## config.mk

```make
export PLATFORM = sky130hd
export DESIGN_NAME = i2c_bus_clear
export DESIGN_NICKNAME = d
export VERILOG_FILES = /design/src/rtl/i2c_bus_clear.sv
export SDC_FILE = /design/constraint.sdc
export NUM_CORES = 1
export LEC_CHECK = 0
export BUFFER_PORTS_ARGS = -buffer_cell sky130_fd_sc_hd__buf_2
export CAP_MARGIN = 0
export CORE_ASPECT_RATIO = 0.7
export CORE_MARGIN = 2
export CORE_UTILIZATION = 50
export DETAILED_ROUTE_END_ITERATION = 8
export MAX_ROUTING_LAYER = met4
export PLACE_DENSITY = 0.8
export SYNTH_ARGS = -nofsm -noshare
export SYNTH_HDL_FRONTEND = slang
export SYNTH_SLANG_ARGS = --single-unit
```

## constraint.sdc

```tcl
create_clock -name clk -period 3 [get_ports clk]
set_input_delay 0.45 -clock clk [delete_from_list [all_inputs] [get_ports clk]]
set_output_delay 0.45 -clock clk [all_outputs]
set_load 0.005 [all_outputs]
```

## src/rtl/i2c_bus_clear.sv

```systemverilog
module i2c_bus_clear #(
  parameter int DIV_W      = 16,
  parameter int NUM_PULSES = 9
) (
  input  logic             clk,
  input  logic             rst_n,
  input  logic             start_i,
  input  logic [DIV_W-1:0] half_div_i,
  input  logic             ctl_scl_oe_i,
  input  logic             ctl_sda_oe_i,
  input  logic             scl_i,
  input  logic             sda_i,
  output logic             ctl_en_o,
  output logic             scl_oe_o,
  output logic             sda_oe_o,
  output logic             busy_o,
  output logic             done_o,
  output logic             sda_ok_o,
  output logic             sda_stuck_o
);
  localparam int CNT_W = $clog2(NUM_PULSES + 1);

  typedef enum logic [3:0] {
    S_IDLE, S_LOW, S_HWAIT, S_HIGH, S_PLOW, S_PRISE, S_PHIGH, S_PREL, S_DONE
  } st_t;

  st_t              st;
  logic [1:0]       scl_sq, sda_sq;
  logic [DIV_W-1:0] hq, tmr;
  logic [CNT_W-1:0] pcnt;
  logic             ok_q, stuck_q;

  wire scl_s   = scl_sq[1];
  wire sda_s   = sda_sq[1];
  wire tmr_end = (tmr == '0);
  wire rec_scl = (st == S_LOW) || (st == S_PLOW);
  wire rec_sda = (st == S_PLOW) || (st == S_PRISE) || (st == S_PHIGH);

  assign busy_o      = (st != S_IDLE);
  assign done_o      = (st == S_DONE);
  assign ctl_en_o    = ~busy_o;
  assign scl_oe_o    = busy_o ? rec_scl : ctl_scl_oe_i;
  assign sda_oe_o    = busy_o ? rec_sda : ctl_sda_oe_i;
  assign sda_ok_o    = ok_q;
  assign sda_stuck_o = stuck_q;

  always_ff @(posedge clk or negedge rst_n) begin
    if (!rst_n) begin
      scl_sq <= 2'b11;
      sda_sq <= 2'b11;
    end else begin
      scl_sq <= {scl_sq[0], scl_i};
      sda_sq <= {sda_sq[0], sda_i};
    end
  end

  always_ff @(posedge clk or negedge rst_n) begin
    if (!rst_n) begin
      st      <= S_IDLE;
      hq      <= '0;
      tmr     <= '0;
      pcnt    <= '0;
      ok_q    <= 1'b0;
      stuck_q <= 1'b0;
    end else begin
      unique case (st)
        S_IDLE: if (start_i) begin
          st      <= S_LOW;
          hq      <= half_div_i;
          tmr     <= half_div_i;
          pcnt    <= '0;
          ok_q    <= 1'b0;
          stuck_q <= 1'b0;
        end
        S_LOW:
          if (tmr_end) st <= S_HWAIT;
          else         tmr <= tmr - 1'b1;
        S_HWAIT: if (scl_s) begin
          st  <= S_HIGH;
          tmr <= hq;
        end
        S_HIGH:
          if (tmr_end) begin
            pcnt <= pcnt + 1'b1;
            tmr  <= hq;
            st   <= (pcnt == CNT_W'(NUM_PULSES - 1)) ? S_PLOW : S_LOW;
          end else tmr <= tmr - 1'b1;
        S_PLOW:
          if (tmr_end) st <= S_PRISE;
          else         tmr <= tmr - 1'b1;
        S_PRISE: if (scl_s) begin
          st  <= S_PHIGH;
          tmr <= hq;
        end
        S_PHIGH:
          if (tmr_end) begin
            st  <= S_PREL;
            tmr <= hq;
          end else tmr <= tmr - 1'b1;
        S_PREL:
          if (tmr_end) begin
            st      <= S_DONE;
            ok_q    <= sda_s;
            stuck_q <= ~sda_s;
          end else tmr <= tmr - 1'b1;
        S_DONE: st <= S_IDLE;
        default: st <= S_IDLE;
      endcase
    end
  end

  AST_SDA_FREE_PULSES: assert property (@(posedge clk) disable iff (!rst_n)
    (st == S_LOW || st == S_HWAIT || st == S_HIGH) |-> !sda_oe_o);
  AST_STOP_SETUP: assert property (@(posedge clk) disable iff (!rst_n)
    (busy_o && $past(busy_o) && $rose(sda_oe_o)) |-> scl_oe_o);
  AST_STOP_RELEASE: assert property (@(posedge clk) disable iff (!rst_n)
    (busy_o && $past(busy_o) && $fell(sda_oe_o)) |-> scl_s);
  AST_NINE_PULSES: assert property (@(posedge clk) disable iff (!rst_n)
    (st == S_PLOW) |-> (pcnt == CNT_W'(NUM_PULSES)));
  AST_DONE_PULSE: assert property (@(posedge clk) disable iff (!rst_n)
    done_o |=> (!done_o && !busy_o));
  AST_ONE_FLAG: assert property (@(posedge clk) disable iff (!rst_n)
    done_o |-> (sda_ok_o ^ sda_stuck_o));
  AST_HALF_MIN: assert property (@(posedge clk) disable iff (!rst_n)
    (start_i && !busy_o) |-> (half_div_i >= DIV_W'(2)));
endmodule

```

Word-level counts from Yosys, hierarchy flattened

Cells that the tools add are included.

Flip-flop bits (word level): 46
Latch bits: 0
Bits in writable memories: 0
Memory bits (read-only): 0
Bits of input ports: 23
Output and inout port bits: 7
Memories kept: 0

Add/subtract/negate cells: 2
Multipliers: 0
Divide/modulo/power cells: 0
$lt $le $gt $ge: 0
Equal/unequal tests: 19
Shifts and indexed selects: 0
Multiplexer cells: 25
Bitwise operators: 2
Reductions and logical operators: 17

Operators by type and width:

| operator                                             | number |
|---|---|
| 2-to-1 mux 16 bit                                    | 4 |
| one-hot mux 16 bit (4 select lines)                  | 1 |
| 2-to-1 mux 4 bit                                     | 10 |
| one-hot mux 4 bit (8 select lines)                   | 1 |
| != test 2 bit (second input constant)                | 9 |
| equality test 4 x 3 -> 1 bit (second input constant) | 4 |
| logical NOT 16 bit                                   | 1 |
| subtractor 16 x 1 -> 16 bit (second input constant)  | 1 |
| equality test 4 x 2 -> 1 bit (second input constant) | 2 |
| equality test 4 bit (second input constant)          | 2 |
| one-hot mux 4 bit (2 select lines)                   | 1 |
| AND reduction 8 bit                                  | 1 |
| nonzero test 4 bit                                   | 2 |
| AND reduction 3 bit                                  | 2 |
| 2-to-1 mux 1 bit                                     | 5 |
| adder 4 x 1 -> 4 bit (second input constant)         | 1 |
| equality test 4 x 1 -> 1 bit (second input constant) | 1 |
| logical NOT 4 bit                                    | 1 |
| one-hot mux 1 bit (2 select lines)                   | 2 |
| AND reduction 4 bit                                  | 1 |
| nonzero test 2 bit                                   | 2 |
| OR reduction 2 bit                                   | 2 |
| logical OR 1 bit                                     | 3 |
| 2-to-1 mux 3 bit                                     | 1 |
| 4 further kinds                                      | 5 |

Longest topological paths before layout

Gate-level depths: netlist of the first run.

Depth in word-level cells: 4
Gate-level depth with buffers: 8
Mapped depth without buffers: 8

Worst setup path before layout of the first run

OpenSTA, ideal clock, no wires.

Kind: register to register
Start point: reg tmr[0]
End point: reg tmr[7]
Library setup time: 0.134 ns
Arrival: 1.922 ns
Required time: 2.866 ns
Slack: 0.944 ns
Stages on the path, launching flop included: 9
Period minus slack after synthesis: 2.056 ns
Cells stage by stage: dfrtp_1 > inv_1 > ha_1 > nor4b_1 > nand4_2 > a21bo_2 > buf_2 > a221oi_1 > o31ai_1

Cells in the longest elaborated chain, start to end: 3
Elaborated cells on any way between the ends: 7

Ends and longest elaborated chain:

| what                                                                              | line        | RTL |
|---|---|---|
| start, declared                                                                   | 29          | `logic [DIV_W-1:0] hq, tmr;` |
| start signal, assigned                                                            | 70          | `tmr <= half_div_i;` |
| start signal, assigned                                                            | 77          | `else tmr <= tmr - 1'b1;` |
| start signal, assigned                                                            | 80          | `tmr <= hq;` |
| subtractor 16 x 1 -> 16 bit / logical NOT 16 bit (equally long branches)          | -           |  |
| 2-to-1 mux 16 bit (tied with other cells)                                         | 76, 89, 101 |  |
| one-hot mux 16 bit (4 select lines) / AND reduction 4 bit (equally long branches) | -           |  |

Several ways; a longest one is shown, not always the timed one. The select of a mux whose other input is x is not followed.
A chain may end at the register's enable or synchronous reset.

Worst setup path in the final report of the first run

Start point: reg st[1]
End point: reg tmr[1]

Cells in the longest elaborated chain, start to end: 4
Elaborated cells on any way between the ends: 17

Ends and longest elaborated chain:

| what                                                                             | line | RTL |
|---|---|---|
| start, declared                                                                  | 27   | `st_t st;` |
| start signal, assigned                                                           | 86   | `st <= (pcnt == CNT_W'(NUM_PULSES - 1)) ? S_PLOW : S_LOW;` |
| equality test 4 x 1 -> 1 bit (tied with other cells)                             | 66   | `unique case (st)` |
| OR reduction 3 bit (no source line) / OR reduction 2 bit (equally long branches) | -    |  |
| != test 2 bit (no source line) (tied with other cells)                           | -    |  |
| AND reduction 4 bit (no source line)                                             | -    |  |

Several ways; a longest one is shown, not always the timed one.

==> flow_metrics.py, run 1 <==
metrics = {
    "run_status": {
        "outcome": "finished, final reports clean",
    },
    "yosys": {
        "avgSynthCellArea_um2": 8.48,
        "netlist_area_um2": 2580,
        "synth_most_common_cell": "nand2_1",
        "synth.distinct_cells": 43,
        "netlist_top_cells_area": "dfrtp_1, nand2_1, nor2_1, o31ai_1, dfstp_2",
        "ys_ff_latch": 46,
        "synth_ff_type": "dfrtp_1",
        "yosysTopAreaCellShare_pct": 40.8,
        "async_flop_share_pct": 100,
        "synth_top_area_cell": "dfrtp_1",
        "synth-edff-count": 0,
        "ys_warn_count": 0,
        "synth_nets": 331,
        "netlist_top_cells_count": "nand2_1, dfrtp_1, nor2_1",
        "synthCells": 304,
        "synth_seq_area_share_pct": 44.8,
    },
    "detailed_routing": {
        "vias": 2176,
        "first_iter_violations": 219,
        "wirelength_um": 5660,
        "dr.pass1.iters": 5,
        "route.detailed.drc": 0,
        "ant_nets": 0,
        "via_per_inst": 5.52,
        "drt-wirelength-per-cell_um": 14.4,
    },
    "global_routing": {
        "grt_max_degree": 47,
        "grt_pass1_wl_um": 9950,
        "grt_pass1_vias": 2015,
        "grt_use_total_pct": 22.0,
        "grt.overflow.total": 0,
        "antenna_found_initial": 0,
    },
    "power_and_ir_drop": {
        "power.total_mw": 2.76,
        "internal_power_mw": 1.58,
        "seqPwrFrac_pct": 41.5,
        "swShare_pct": 42.8,
        "combPwrFrac_pct": 44.4,
        "p_switching_mw": 1.18,
        "pwr-share-clk_pct": 14.0,
        "leakagePower_nw": 1.29,
        "ir_worst_vdd_v": 0.000290,
        "powerDensity_nw_per_um2": 973,
    },
    "place": {
        "place_congestion": 0.908,
        "hpwl_um": 3910,
        "io_buffers": 29,
        "placed_cell_area_um2": 2750,
    },
    "final_layout": {
        "fin_util_pct": 58.4,
        "drive_gt1_share_pct": 15.7,
        "n_antenna_cell": 0,
        "area_delta_synth_final_pct": 10.0,
        "nFillCells": 445,
        "multi_input_area_um2": 1300,
        "regArea_um2": 1160,
        "nets": 351,
        "final_area_um2": 2840,
    },
    "die": {
        "start_util_pct": 53.1,
        "die_area_um2": 5760,
        "die_w_um": 89.8,
        "die_h_um": 64.1,
        "num_io_pins": 30,
        "core_area_um2": 4860,
        "rows": 21,
    },
    "clocking": {
        "clock_path_buffers": 2,
        "htreeDepth": 2,
        "numCtsBuffers": 5,
        "clk_pin_slew_ns": 0.08,
        "cts_tree": "done",
        "cts-root-buf": "clkbuf_8",
        "post-cts-setup-buffers": 0,
        "clk_latency_ns": 0.29,
        "cts.sinks": 46,
        "cts_hold_buf": 0,
        "cts-resized-gates": 0,
    },
    "sta": {
        "fin_crit_sh_pct": 81.4,
        "fmax_mhz": 410,
        "hold_viol_final": 0,
        "fin_hold_ws_ns": 0.249,
        "worst_pin_slew_ns": 1.21,
        "rsz0062_at_grt": "false",
        "min_period_ns": 2.44,
        "setup_viol_count_final": 0,
        "tns_ns": 0,
        "report.final.slew_viol_count": 0,
        "clock_skew_ns": 0.00623,
        "slew_headroom_pct": 19.1,
    },
    "critical_path": {
        "reg2reg_from": "st[1]$_DFFE_PN0P_",
        "arrival_ns": 2.61,
        "worst_setup_path_start_kind": "flip-flop",
        "worstPathMaxFanout": 16,
        "cpLargestDelayFamily": "simple AND/OR/NAND/NOR gates",
        "slowest_delay_ns": 0.93,
        "crit_slowest_cell": "nor2_1",
        "required_ns": 3.16,
        "endpoint_kind": "flip-flop",
        "path_buf_inv": 0,
        "critPathKind": "reg2reg",
        "crit_path_start": "st[1]$_DFFE_PN0P_",
        "crit_chain": "nor3_1 -> nor2_1 -> o21ai_0 -> a21oi_1 -> o31ai_1",
    },
    "hold_path": {
        "hold_class": "in2reg",
        "min-delay-start": "scl_i",
    },
    "run": {
        "drv_cap": 0,
    },
}
[metrics by stage]
step | std cells | setup slack [ns]
6_report | 394 | 0.559
4_1_cts | 394 | 0.623
2_1_floorplan | 304 | 0.944
3_3_place_gp | 386 | 0.680
5_1_grt | 394 | 0.300
3_5_place_dp | 386 | 0.635
[power by group through the flow]
stage | combinational, mW | clock, mW | sequential (mW)
floorplan | 1.04 | 0 | 1.04
global placement | 1.18 | 0 | 1.14
detailed placement | 1.22 | 0 | 1.15
CTS | 1.23 | 0.401 | 1.14
global route | 1.40 | 0.432 | 1.18
finish | 1.23 | 0.388 | 1.15
[sequential cells by signal, summed over array words and instances (netlist names)]
signal	count
tmr	16
sda_sq	2
sda_ok_o	1
st	4
hq	16
scl_sq	2
sda_stuck_o	1
pcnt	4
[final timing paths]
kind                                       end  cells past startpoint  slack (ns)
min in group asynchronous    hq[5]$_DFFE_PN0P_                      1        0.34
max reg2reg                 tmr[1]$_DFFE_PN0P_                      5        0.56
min                        scl_sq[0]$_DFF_PN1_                      1        0.25
min reg2reg                sda_sq[1]$_DFF_PN1_                      0        0.36
max in group asynchronous    hq[4]$_DFFE_PN0P_                      1        2.03
max                         tmr[1]$_DFFE_PN0P_                      5        0.56
[routing by layer]
metal,GRT usage (%),wire (um),vias to the layer above
met4,4.42,15,0
met1,33.4,2920,1008
met3,4.25,345,2
met2,30.8,2390,72
li1,-,-,1094
met5,-,0,-
[placed cells by master, fill, tap and decap left out, types with 2 or more instances in the layout]
| master | n |
|---|---|
| and2_1 | 3 |
| nand4_1 | 2 |
| buf_4 | 2 |
| ha_1 | 4 |
| a31oi_1 | 2 |
| xor2_1 | 10 |
| dfstp_2 | 4 |
| a221o_1 | 2 |
| and3_1 | 2 |
| nor2_1 | 32 |
| o31ai_1 | 15 |
| a211oi_1 | 3 |
| a21bo_2 | 2 |
| inv_1 | 12 |
| nor4_1 | 7 |
| dfrtp_1 | 42 |
| a21oi_1 | 8 |
| nand2_1 | 72 |
| buf_2 | 29 |
| a22oi_1 | 3 |
| o21ai_0 | 16 |
| xnor2_1 | 3 |
| nand3_1 | 8 |
| nor3_1 | 8 |
| a221oi_1 | 9 |
| clkbuf_8 | 6 |
[layout make-up]
| class | count | share of cell area, % |
|---|---|---|
| Timing Repair Buffer | 31 | 5.64 |
| Clock buffer | 7 | 3.04 |
| Sequential cell | 46 | 40.7 |
| Clock inverter | 1 | 0.176 |
| Tap cell | 69 | 3.04 |
| Inverter | 12 | 1.59 |
| Multi-Input combinational cell | 228 | 45.8 |
[kinds of logic (layout without fill, tap and decap cells)]
group                    count (synthesis)  after routing  share of synthesized area, %
AO/OA/AOI/OAI                           66             66                          18.1
XOR/XNOR                                13             13                          4.42
adder cells (fa/ha/maj)                  4              4                          1.94
buffers and inverters                   30             51                          4.95
flip-flops                              46             46                          44.8
multiplexers                             1              1                         0.388
AND/OR/NAND/NOR                        144            144                          25.4
(Power assumes the default switching activity.)
==> run 2, diff against run 1 <==
- PLACE_DENSITY: 0.8 -> 0.83
- clock period: 3 -> 1.99 ns (I/O delays scaled with it)
==> run 2 against run 1 <==
Effect of this change: the run now ends with setup timing left; first-iteration DRC count shrank 6.4%; total power grew 92%; critical path type unchanged; global-route usage grew 3.9 points; hold slack lost 0.16 ns; critical endpoint is now tmr[2]$_DFFE_PN0P_; highest routed layer unchanged; largest cell class unchanged; cell count grew 11%; sequential cell count is the same.
==> flow_metrics.py, run 2 (synthesized netlist as in run 1, its figures left out) <==
metrics = {
    "clocking": {
        "clock_path_buffers": 2,
        "clk_latency_ns": 0.31,
        "htreeDepth": 2,
        "clk_pin_slew_ns": 0.09,
        "cts.sinks": 46,
        "cts-root-buf": "clkbuf_8",
        "numCtsBuffers": 5,
        "cts_tree": "done",
    },
    "sta": {
        "slew_headroom_pct": 62.4,
        "fmax_mhz": 498,
        "hold_viol_final": 0,
        "fin_hold_ws_ns": 0.0868,
        "min_period_ns": 2.01,
        "setup_viol_count_final": 4,
        "worst_pin_slew_ns": 0.564,
        "clock_skew_ns": 0.0116,
        "fin_crit_sh_pct": 101,
        "timing.final.ws_setup_ns": -0.0191,
        "report.final.slew_viol_count": 0,
        "rsz0062_at_grt": "true",
    },
    "power_and_ir_drop": {
        "combPwrFrac_pct": 55.1,
        "leakagePower_nw": 1.56,
        "internal_power_mw": 3.08,
        "ir_worst_vdd_v": 0.000724,
        "p_switching_mw": 2.21,
        "powerDensity_nw_per_um2": 1550,
        "pwr-share-clk_pct": 13.3,
        "seqPwrFrac_pct": 31.6,
        "swShare_pct": 41.8,
    },
    "hold_path": {
        "hold_class": "in2reg",
        "min_path_cells": 1,
        "min_to": "sda_sq[0]$_DFF_PN1_",
        "min-delay-start": "sda_i",
    },
    "run_status": {
        "violations": "setup timing",
        "outcome": "finished with violations",
    },
    "final_layout": {
        "layout_commonest_cell": "nand2_1",
        "largestRegisters": "hq: 16 flops, tmr: 16 flops",
        "drive_gt1_share_pct": 31.9,
        "n_antenna_cell": 0,
        "nets": 396,
        "final_cell_mix": "nand2_1, dfrtp_1, buf_4",
        "area_delta_synth_final_pct": 32.1,
    },
    "critical_path": {
        "rr_worst_depth": 9,
        "worst_setup_path_start_kind": "flip-flop",
        "crit_slowest_cell": "dfrtp_1",
        "path_buf_inv": 2,
        "reg2reg_from": "tmr[1]$_DFFE_PN0P_",
        "crit_top_cell": "o21ai_1",
        "rrSetupSlack_ns": -0.02,
        "arrival_ns": 2.20,
        "critPathKind": "reg2reg",
        "timing.rr.end": "tmr[2]$_DFFE_PN0P_",
        "endpoint_kind": "flip-flop",
        "cpLargestDelayFamily": "compound AO/OA/AOI/OAI gates",
        "crit_chain": "inv_2 -> ha_4 -> nor4b_4 -> nand4_2 -> buf_4 -> a21bo_4 -> a221o_1 -> o21ai_1 -> o21ai_1",
        "slowest_delay_ns": 0.41,
        "required_ns": 2.18,
        "worstPathMaxFanout": 6,
    },
    "die": {
        "die_area_um2": 5760,
        "die_w_um": 89.8,
        "die_h_um": 64.1,
        "start_util_pct": 53.1,
        "rows": 21,
        "num_io_pins": 30,
        "core_area_um2": 4860,
    },
    "global_routing": {
        "grt_max_degree": 33,
        "antenna_found_initial": 0,
        "grt_pass1_vias": 2349,
        "grt_pass1_wl_um": 11500,
        "grt_use_total_pct": 26.0,
        "grt.overflow.total": 0,
    },
    "detailed_routing": {
        "dr.pass1.iters": 5,
        "via_per_inst": 5.69,
        "first_iter_violations": 205,
        "ant_nets": 0,
        "wirelength_um": 7080,
        "vias": 2496,
        "route.detailed.drc": 0,
        "drt-wirelength-per-cell_um": 16.1,
    },
    "place": {
        "hpwl_um": 4770,
        "pre_cts_ws_ns": -0.180,
        "place_congestion": 0.932,
        "io_buffers": 29,
    },
    "run": {
        "drv_cap": 0,
    },
}
[run 2: cell type report]
type	count	area [um^2]
clock buffer	7	76.3
clock inverter	1	30.0
fill	375	1460
inverter	12	45.0
multi-input combinational	229	1460
sequential	46	1160
tap	69	86.3
timing repair buffer	75	552
[run 2: how the worst max path moves through the flow]
| stage | startpoint | to | slack [ns] | depth (start not counted) |
|---|---|---|---|---|
| after detailed placement | tmr[1]$_DFFE_PN0P_ | tmr[4]$_DFFE_PN0P_ | -0.18 | 10 |
| after CTS | tmr[1]$_DFFE_PN0P_ | tmr[6]$_DFFE_PN0P_ | -0.009 | 9 |
| after global placement | tmr[0]$_DFFE_PN0P_ | pcnt[3]$_DFFE_PN0P_ | 0.00002 | 10 |
| final | tmr[1]$_DFFE_PN0P_ | tmr[2]$_DFFE_PN0P_ | -0.02 | 9 |
| after floorplan | tmr[0]$_DFFE_PN0P_ | tmr[7]$_DFFE_PN0P_ | 0.02 | 8 |
| after global routing | tmr[1]$_DFFE_PN0P_ | tmr[4]$_DFFE_PN0P_ | -0.12 | 10 |
[run 2: power groups by stage]
stage | sequential, mW | combinational (mW) | clock [mW]
6_report | 1.67 | 2.92 | 0.702
3_3_place_gp | 1.61 | 2.34 | 0
3_5_place_dp | 1.63 | 2.47 | 0
5_1_grt | 1.71 | 3.16 | 0.752
4_1_cts | 1.64 | 2.61 | 0.707
2_1_floorplan | 1.58 | 1.57 | 0
[run 2: metal layers]
layer	wire, um	global-route usage, %	vias up
met3	496	4.72	8
li1	-	-	1192
met2	3150	39.1	102
met1	3350	36.5	1194
met5	0	-	-
met4	85	7.12	0
[run 2: what timing repair did]
action                     CTS  global route
cloned                       1             1
setup buffers                2             6
gates resized for setup     13            24
setup endpoints to repair   17            25
hold endpoints to repair    21             0
hold buffers                 1             0
pin swaps                    6            15
[run 2: per-stage QoR]
stage	util (%)	power (mW)	TNS [ns]	std cells	cell area, um^2
2_1_floorplan	-	3.15	0	304	2580
5_1_grt	70.1	5.63	-1.42	439	3410
3_3_place_gp	62.7	3.95	0	420	3050
4_1_cts	67.0	4.96	-0.0236	432	3260
6_report	70.1	5.29	-0.0364	439	3410
3_5_place_dp	62.7	4.10	-0.964	420	3050
==> run 3, diff against run 2 <==
--- a/config.mk
+++ b/config.mk
@@ -11,4 +11,5 @@
 export CORE_MARGIN = 2
 export CORE_UTILIZATION = 50
+export CTS_BUF_LIST = sky130_fd_sc_hd__clkbuf_16
 export DETAILED_ROUTE_END_ITERATION = 8
 export MAX_ROUTING_LAYER = met4
==> constraint.sdc (replaced) <==
create_clock -name clk -period 1.99 [get_ports clk]
set_input_delay 0.199 -clock clk [delete_from_list [all_inputs] [get_ports clk]]
set_output_delay 0.199 -clock clk [all_outputs]
set_load 0.005 [all_outputs]
==> run 3 against run 2 <==
Effect of this change: the flow still finishes with violations (setup timing); hold slack got worse by 0.080 ns; first-iteration DRC count grew 38%; sequential cell count unchanged; clock power rose by 33%; combinational power rose by 2%; critical path depth down 2; sequential share of layout area fell by 0.65 points; wire length rose by 6.1%; core utilization up 1.2 points; total power is 5.9% higher; sequential power about the same; largest power group unchanged; highest routed layer unchanged.
==> flow_metrics.py, run 3 (synthesized netlist as in run 1, its figures left out) <==
metrics = {
    "clocking": {
        "htreeDepth": 2,
        "clk_latency_ns": 0.29,
        "cts.sinks": 46,
        "cts_tree": "done",
        "cts-root-buf": "clkbuf_16",
        "numCtsBuffers": 5,
        "clock_path_buffers": 2,
        "clk_pin_slew_ns": 0.06,
    },
    "sta": {
        "timing.final.ws_setup_ns": -0.0532,
        "rsz0062_at_grt": "true",
        "fmax_mhz": 489,
        "clock_skew_ns": 0.00521,
        "fin_hold_ws_ns": 0.00718,
        "setup_viol_count_final": 8,
        "tns_ns": -0.193,
        "fin_crit_sh_pct": 103,
        "slew_headroom_pct": 61.2,
        "hold_viol_final": 0,
        "worst_pin_slew_ns": 0.581,
        "report.final.slew_viol_count": 0,
        "min_period_ns": 2.04,
    },
    "global_routing": {
        "antenna_found_initial": 0,
        "grt_max_degree": 33,
        "grt.overflow.total": 0,
        "grt_use_total_pct": 27.0,
        "grt_pass1_vias": 2387,
        "grt_pass1_wl_um": 11900,
    },
    "critical_path": {
        "endpoint_kind": "flip-flop",
        "cpLargestDelayFamily": "compound AO/OA/AOI/OAI gates",
        "crit_chain": "nor4_4 -> nand4_2 -> buf_6 -> o22ai_4 -> clkbuf_16 -> a221oi_1 -> o31ai_1",
        "path_buf_inv": 2,
        "worstPathMaxFanout": 8,
        "worst_setup_path_start_kind": "flip-flop",
        "required_ns": 2.19,
        "critPathKind": "reg2reg",
        "slowest_delay_ns": 0.42,
        "crit_slowest_cell": "dfrtp_1",
        "arrival_ns": 2.24,
    },
    "power_and_ir_drop": {
        "pwr-share-clk_pct": 16.7,
        "powerDensity_nw_per_um2": 1620,
        "internal_power_mw": 3.29,
        "seqPwrFrac_pct": 30.0,
        "leakagePower_nw": 1.60,
        "p_switching_mw": 2.32,
        "swShare_pct": 41.3,
        "ir_worst_vdd_v": 0.000747,
        "combPwrFrac_pct": 53.3,
    },
    "die": {
        "die_h_um": 64.1,
        "num_io_pins": 30,
        "start_util_pct": 53.1,
        "die_w_um": 89.8,
        "core_area_um2": 4860,
        "rows": 21,
        "die_area_um2": 5760,
    },
    "detailed_routing": {
        "vias": 2568,
        "first_iter_violations": 282,
        "ant_nets": 0,
        "via_per_inst": 5.88,
        "wirelength_um": 7510,
        "dr.pass1.iters": 5,
        "drt-wirelength-per-cell_um": 17.2,
        "route.detailed.drc": 0,
    },
    "final_layout": {
        "final_area_um2": 3460,
        "nFillCells": 369,
        "regArea_um2": 1160,
        "multi_input_area_um2": 1470,
        "layout_commonest_cell": "nand2_1",
        "largestRegisters": "hq: 16 flops, tmr: 16 flops",
        "nets": 394,
        "final_cell_mix": "nand2_1, dfrtp_1, buf_4",
        "fin_util_pct": 71.3,
        "area_delta_synth_final_pct": 34.4,
        "drive_gt1_share_pct": 31.5,
        "n_antenna_cell": 0,
        "fin_cells": 437,
    },
    "place": {
        "placed_cell_area_um2": 3050,
        "io_buffers": 29,
        "hpwl_um": 4770,
        "dp.cells": 420,
        "place_congestion": 0.932,
    },
    "run": {
        "drv_cap": 0,
    },
    "hold_path": {
        "hold_class": "in2reg",
    },
    "run_status": {
        "outcome": "finished with violations",
        "violations": "setup timing",
    },
}
[run 3: what timing repair did]
action,CTS,global route
gates resized for setup,19,19
buffers inserted,2,3
pin swaps,11,12
hold buffers,1,1
endpoints found under the setup margin,19,39
gates cloned,2,0
hold endpoints to repair,21,1
[run 3: final timing paths]
check / from / to / slack [ns] / cells after the start
setup / recovery: tmr[13]$_DFFE_PN0P_ / tmr[14]$_DFFE_PN0P_ / -0.05 / 7
hold / removal: scl_i / scl_sq[0]$_DFF_PN1_ / 0.007 / 1
setup reg to reg: tmr[13]$_DFFE_PN0P_ / tmr[14]$_DFFE_PN0P_ / -0.05 / 7
hold reg to reg: sda_sq[0]$_DFF_PN1_ / sda_sq[1]$_DFF_PN1_ / 0.36 / 0
max in group asynchronous: rst_n / scl_sq[1]$_DFF_PN1_ / 0.95 / 3
min in group asynchronous: rst_n / tmr[5]$_DFFE_PN0P_ / 0.44 / 2
[run 3: routing by layer]
metal / track usage (%) / vias to the layer above / share of wire [%]
met5: - / - / 0
met4: 7.12 / 0 / 1.3
met3: 4.83 / 12 / 7.2
met2: 41.9 / 109 / 45
met1: 37.2 / 1258 / 47
li1: - / 1189 / -
[run 3: cell type report]
class	instances	share of cell area (%)
Multi-Input combinational cell	229	42.5
Inverter	12	1.30
Clock inverter	3	1.08
Timing Repair Buffer	73	15.7
Tap cell	69	2.49
Clock buffer	5	3.61
Sequential cell	46	33.4
[run 3: metrics by stage]
step / setup WS [ns] / total power [mW]
after floorplan: 0.0239 / 3.15
after global placement: 0.0000240 / 3.95
after detailed placement: -0.180 / 4.10
after CTS: -0.0276 / 5.29
after global routing: -0.156 / 5.92
final: -0.0532 / 5.60
[run 3: power by group through the flow]
stage	Sequential (mW)	Clock (mW)	Combinational, mW
6_report	1.68	0.934	2.99
5_1_grt	1.72	0.990	3.21
4_1_cts	1.66	0.942	2.69
3_5_place_dp	1.63	0	2.47
3_3_place_gp	1.61	0	2.34
2_1_floorplan	1.58	0	1.57
